===== src/rtl/sdr_guard_pkg.sv =====
package sdr_guard_pkg;
  typedef enum logic [2:0] {
    CMD_NOP = 3'd0,
    CMD_ACT = 3'd1,
    CMD_RD  = 3'd2,
    CMD_WR  = 3'd3,
    CMD_PRE = 3'd4
  } cmd_e;
endpackage


===== src/rtl/sdr_bank_timer.sv =====
// Per-bank status and counters: recovery after precharge, row-active
// minimum, and pending automatic precharge.
module sdr_bank_timer #(
  parameter int CW   = 5,
  parameter int TRP  = 2,
  parameter int TRAS = 6
) (
  input  logic          clk,
  input  logic          rst_n,
  input  logic          act_i,
  input  logic          pre_i,
  input  logic          ap_i,
  input  logic [CW-1:0] ap_delay_i,
  output logic          open_o,
  output logic          pend_o,
  output logic          rp_done_o
);
  localparam logic [CW-1:0] RP_LD  = CW'(TRP - 1);
  localparam logic [CW-1:0] RAS_LD = CW'(TRAS - 1);

  logic          open_q, pend_q;
  logic [CW-1:0] rp_q, ras_q, ap_q;
  logic          ap_fire;

  // Automatic precharge starts only once both its delay and tRAS are spent.
  assign ap_fire = pend_q && (ap_q == '0) && (ras_q == '0);

  always_ff @(posedge clk or negedge rst_n) begin
    if (!rst_n) begin
      open_q <= 1'b0;
      pend_q <= 1'b0;
      rp_q   <= '0;
      ras_q  <= '0;
      ap_q   <= '0;
    end else begin
      if (rp_q  != '0) rp_q  <= rp_q  - 1'b1;
      if (ras_q != '0) ras_q <= ras_q - 1'b1;
      if (ap_q  != '0) ap_q  <= ap_q  - 1'b1;
      if (act_i) begin
        open_q <= 1'b1;
        ras_q  <= RAS_LD;
      end
      if (ap_i) begin
        pend_q <= 1'b1;
        ap_q   <= ap_delay_i - 1'b1;
      end
      if ((pre_i && open_q) || ap_fire) begin
        open_q <= 1'b0;
        pend_q <= 1'b0;
        rp_q   <= RP_LD;
      end
    end
  end

  assign open_o    = open_q;
  assign pend_o    = pend_q;
  assign rp_done_o = (rp_q == '0);
endmodule


===== src/rtl/sdr_burst_hold.sv =====
// Shared window during which a self-closing burst may not be interrupted.
module sdr_burst_hold #(
  parameter int BL = 4
) (
  input  logic clk,
  input  logic rst_n,
  input  logic start_i,
  output logic busy_o
);
  localparam int HW = (BL > 1) ? $clog2(BL) : 1;
  localparam logic [HW-1:0] LD = HW'(BL - 1);

  logic [HW-1:0] cnt_q;

  always_ff @(posedge clk or negedge rst_n) begin
    if (!rst_n)              cnt_q <= '0;
    else if (start_i)        cnt_q <= LD;
    else if (cnt_q != '0)    cnt_q <= cnt_q - 1'b1;
  end

  assign busy_o = (cnt_q != '0);
endmodule


===== src/rtl/sdr_cmd_judge.sv =====
// Combinational legality decision for the presented command.
module sdr_cmd_judge
  import sdr_guard_pkg::*;
#(
  parameter int NB        = 4,
  parameter int BANK_W    = 2,
  parameter int FULL_PAGE = 0
) (
  input  logic [2:0]        code_i,
  input  logic [BANK_W-1:0] bank_i,
  input  logic              a10_i,
  input  logic [NB-1:0]     open_i,
  input  logic [NB-1:0]     pend_i,
  input  logic [NB-1:0]     rp_done_i,
  input  logic              busy_i,
  output logic              ok_o
);
  logic ap_banned;
  assign ap_banned = a10_i && (FULL_PAGE != 0);

  always_comb begin
    ok_o = 1'b0;
    case (cmd_e'(code_i))
      CMD_NOP: ok_o = 1'b1;
      CMD_ACT: ok_o = !open_i[bank_i] && rp_done_i[bank_i];
      CMD_RD,
      CMD_WR:  ok_o = !busy_i && open_i[bank_i] && !pend_i[bank_i] && !ap_banned;
      CMD_PRE: ok_o = !busy_i && (a10_i ? (pend_i == '0) : !pend_i[bank_i]);
      default: ok_o = 1'b0;
    endcase
  end
endmodule


===== src/rtl/sdr_bank_guard.sv =====
module sdr_bank_guard
  import sdr_guard_pkg::*;
#(
  parameter int BANK_W    = 2,
  parameter int BL        = 4,
  parameter int CL        = 2,
  parameter int TRP       = 2,
  parameter int TRAS      = 6,
  parameter int TWR       = 2,
  parameter int FULL_PAGE = 0
) (
  input  logic                   clk,
  input  logic                   rst_n,
  input  logic                   cmd_valid,
  input  logic [2:0]             cmd_code,
  input  logic [BANK_W-1:0]      cmd_bank,
  input  logic                   cmd_a10,
  output logic                   cmd_ready,
  output logic [(1<<BANK_W)-1:0] bank_open
);
  localparam int NB        = 1 << BANK_W;
  localparam int RD_LEAD   = CL - 1;                     // start before last read beat
  localparam int RD_AP_DLY = (CL + BL - 1) - RD_LEAD;    // from command to start
  localparam int WR_AP_DLY = (BL - 1) + TWR;             // last write beat plus tWR
  localparam int MAXV      = BL + CL + TWR + TRP + TRAS;
  localparam int CW        = $clog2(MAXV + 1);
  localparam logic [CW-1:0] RD_DLY_V = CW'(RD_AP_DLY);
  localparam logic [CW-1:0] WR_DLY_V = CW'(WR_AP_DLY);

  logic [NB-1:0] open_w, pend_w, rp_done_w;
  logic          busy_w, accept, is_rw, ap_go;

  assign accept = cmd_valid && cmd_ready;
  assign is_rw  = (cmd_code == CMD_RD) || (cmd_code == CMD_WR);
  assign ap_go  = accept && is_rw && cmd_a10;

  sdr_cmd_judge #(.NB(NB), .BANK_W(BANK_W), .FULL_PAGE(FULL_PAGE)) judge_i (
    .code_i(cmd_code), .bank_i(cmd_bank), .a10_i(cmd_a10),
    .open_i(open_w), .pend_i(pend_w), .rp_done_i(rp_done_w),
    .busy_i(busy_w), .ok_o(cmd_ready)
  );

  sdr_burst_hold #(.BL(BL)) hold_i (
    .clk(clk), .rst_n(rst_n), .start_i(ap_go), .busy_o(busy_w)
  );

  for (genvar b = 0; b < NB; b++) begin : g_bank
    logic hit;
    assign hit = (cmd_bank == BANK_W'(b));
    sdr_bank_timer #(.CW(CW), .TRP(TRP), .TRAS(TRAS)) timer_i (
      .clk       (clk),
      .rst_n     (rst_n),
      .act_i     (accept && (cmd_code == CMD_ACT) && hit),
      .pre_i     (accept && (cmd_code == CMD_PRE) && (cmd_a10 || hit)),
      .ap_i      (ap_go && hit),
      .ap_delay_i((cmd_code == CMD_WR) ? WR_DLY_V : RD_DLY_V),
      .open_o    (open_w[b]),
      .pend_o    (pend_w[b]),
      .rp_done_o (rp_done_w[b])
    );
  end

  assign bank_open = open_w;
endmodule


===== config.mk =====
export PLATFORM = sky130hd
export DESIGN_NAME = sdr_bank_guard
export DESIGN_NICKNAME = d
export VERILOG_FILES = /design/src/rtl/sdr_guard_pkg.sv /design/src/rtl/sdr_bank_timer.sv /design/src/rtl/sdr_burst_hold.sv /design/src/rtl/sdr_cmd_judge.sv /design/src/rtl/sdr_bank_guard.sv
export SDC_FILE = /design/constraint.sdc
export NUM_CORES = 1
export LEC_CHECK = 0
export BUFFER_PORTS_ARGS = -buffer_cell sky130_fd_sc_hd__buf_2
export CORE_MARGIN = 5
export CORE_UTILIZATION = 56
export CTS_CLUSTER_SIZE = 20
export DETAILED_ROUTE_END_ITERATION = 8
export PLACE_DENSITY = 0.8
export SYNTH_ARGS = -nofsm -noshare
export SYNTH_HDL_FRONTEND = slang
export SYNTH_SLANG_ARGS = --single-unit
export TNS_END_PERCENT = 1

===== constraint.sdc =====
create_clock -name clk -period 2.55 [get_ports clk]
set_input_delay 0.255 -clock clk [delete_from_list [all_inputs] [get_ports clk]]
set_output_delay 0.255 -clock clk [all_outputs]
set_load 0.05 [all_outputs]

==> flow_metrics.tcl <==
set metrics [dict create \
    async_flop_share 1.00 \
    relSlewSlack 0.701 \
    cp_data_required_time_ps 2300 \
    seq_area_um2 1750 \
    drtAntennaViolNets 0 \
    start_util 0.571 \
    cts_buffer_depth 2 \
    cts_root_buffer "clkbuf_8" \
    cp.buffers_inverters 3 \
    synth_seq_area_share 0.457 \
    drtIter0Drc 189 \
    nFillCells 491 \
    via_count 2858 \
    max_clock_freq_mhz 408 \
    synth_top_family_by_area "simple AND/OR/NAND/NOR gates" \
    route.detailed.drc 0 \
    fin_cells 512 \
    num_rows 30 \
    coreArea_um2 6720 \
    n_antenna_cell 0 \
    max_cap_violations 0 \
    die_h_um 92.8 \
    crit_slowest_cell "dfrtp_1" \
    cp.arrival_ps 2200 \
    pwr_density_cell_nw_per_um2 1150 \
    cts_made_buffers 9 \
    drive_above_1_share 0.229 \
    ys_types 55 \
    multi_input_area_um2 1940 \
    dpl_worst_slack_ps -4.57 \
    synth_common_cells "dfrtp_1, nor2_1, inv_1" \
    critPathTopFamily "compound AO/OA/AOI/OAI gates" \
    area_growth_pct 14.7 \
    insertion_delay_ps 330 \
    syn_avg_cell_area_um2 9.94 \
    grt_pass1_vias 2873 \
    syn_inst 386 \
    synth_top_area_share 0.457 \
    yosys_warnings 0 \
    wl_per_cell_um 14.6 \
    synth_nets 412 \
    tightest_slew_ps 449 \
    cts_tree "yes" \
    synthAdderAreaFrac 0.0555 \
    antenna_found_initial 0 \
    io_buffers 13 \
    vdd_drop_max_v 0.000610 \
    layout_setup_ws_ps 98.2 \
    grt_pass1_wl_mm 12.9 \
    hold_viol_final 0 \
    cts_sinks 70 \
    critPathMaxFanout 7 \
    cp_cell_sequence "inv_2, ha_4, nor4b_4, o211ai_2, o32a_1, buf_6, o31ai_2, buf_4" \
    synthMuxAreaShare 0.0555 \
    clk_pin_slew_ps 70 \
    synth_edf_count 0 \
    wl_mm 7.47 \
    worst_hold_path_type "input port to register" \
    synth_compound_gate_area_share 0.0842 \
    yosys.area.top_type "dfrtp_1" \
    startpoint_type "register" \
    hold_slack_ps 224 \
    grt_overflow 0 \
    skew_ps 6.34 \
    routabilityCongestion 0.829 \
    ios 14 \
    die_w_um 92.8 \
    synth_area_um2 3830 \
    setup_viol 0 \
    first_pass_iters 4 \
    h-tree-depth 3 \
    period_share 0.962 \
    synth_seq_cells 70 \
    yosys-top-cells-area "dfrtp_1, ha_1, xnor2_1, nor2_1, inv_1" \
    dp.final_hpwl_mm 5.54 \
    slew_viol_final 0 \
    synthFlopType "dfrtp_1" \
    synth-xor-area-share 0.0617 \
    grtUsageTotal 0.188 \
    die_area_um2 8600 \
    synth.most_common_cell "dfrtp_1" \
    fin_crit_ps 2450 \
    via_per_inst 5.58 \
    p_leak_nw 2.04 \
    num-nets-final 454 \
    crit_type "register to primary output" \
    synthSimpleGateAreaFrac 0.232 \
    status "finished clean" \
    grt_max_degree 39 \
    end_kind "primary output" \
    crit_path_max_incr_delay_ps 390 \
    dp.cells 489 \
]
registers in the layout (all words and copies together) (netlist names):
register and cells:
g_bank.timer_i.ras_q 20, g_bank.timer_i.pend_o 4, g_bank.timer_i.rp_q 20, g_bank.timer_i.open_o 4
g_bank.timer_i.ap_q 20, hold_i.cnt_q 2
cell type report:
cell class                      count  area share
Clock buffer                       14      0.0370
Clock inverter                      1     0.00114
Inverter                           35      0.0299
Multi-Input combinational cell    269       0.440
Sequential cell                    70       0.398
Tap cell                           80      0.0228
Timing Repair Buffer               43      0.0708
repair_timing:
item                                   in CTS  in global routing
pin swaps                                   1                  4
endpoints found under the hold margin       8                  0
setup buffers                               3                  4
resized for setup                          11                  8
setup endpoints to repair                   4                  7
hold buffers                                1                  0
stage by stage:
stage	TNS (ps)	utilization	cell area (um2)	power [mW]
after floorplan	0	-	3830	3.63
after global placement	0	0.610	4100	3.98
after detailed placement	-5.05	0.610	4100	4.15
after CTS	0	0.646	4340	5.01
after global routing	-13.9	0.655	4400	5.54
final	0	0.655	4400	5.07
final timing paths:
kind                                      startpoint  slack (ps)                          to  cells after the start
max                        g_bank[3].timer_i.rp_q[0]         100                   cmd_ready                      8
min in group asynchronous                      rst_n         330  g_bank[0].timer_i.ras_q[3]                      2
min                                      cmd_code[0]         220   g_bank[2].timer_i.ap_q[2]                      3
max reg2reg                g_bank[3].timer_i.rp_q[0]         120   g_bank[0].timer_i.ap_q[1]                      9
min reg2reg                g_bank[3].timer_i.ap_q[4]         500   g_bank[3].timer_i.ap_q[4]                      2
max in group asynchronous                      rst_n        1630  g_bank[2].timer_i.ras_q[2]                      3
cells in the final DEF (no fill, tap or decap), drive strengths merged, types with 4 or more instances in the layout:
master	count
clkbuf	14
nor4b	4
o21ai	5
nand2	34
buf	42
nand3	8
dfrtp	70
mux2	6
or3b	10
nor3	19
and2	5
and3	5
a21oi	16
ha	17
mux2i	10
nor4	7
nand2b	6
inv	35
xnor2	24
nor2	47
logic make-up after synthesis:
logic type,count (synthesis)
compound gates,45
xor+xnor,27
fa+ha+maj,17
buf+inv,47
flops,70
mux,18
simple gates,162
power by group:
part / internal (mW) / total, mW / switching (mW)
logic: 1.15 / 2.26 / 1.10
clock network: 0.401 / 0.775 / 0.374
registers: 1.61 / 2.04 / 0.430
total: 3.16 / 5.07 / 1.91
worst reg2reg max path, stage by stage, from the launching register on:
cell	delay (ps)
dfrtp_1	390
inv_2	100
ha_4	140
nor4b_4	270
o211ai_2	110
o32a_1	390
buf_4	150
buf_4	170
nor4_4	390
mux2i_1	240
layer usage:
layer,global-route usage,up-vias,part of all wire
met4,0.0794,0,0.022
met5,0,-,0
met3,0.0317,16,0.029
li1,-,1396,-
met1,0.236,1401,0.45
met2,0.320,45,0.50
Note: power is estimated with default switching activity, not from simulation.
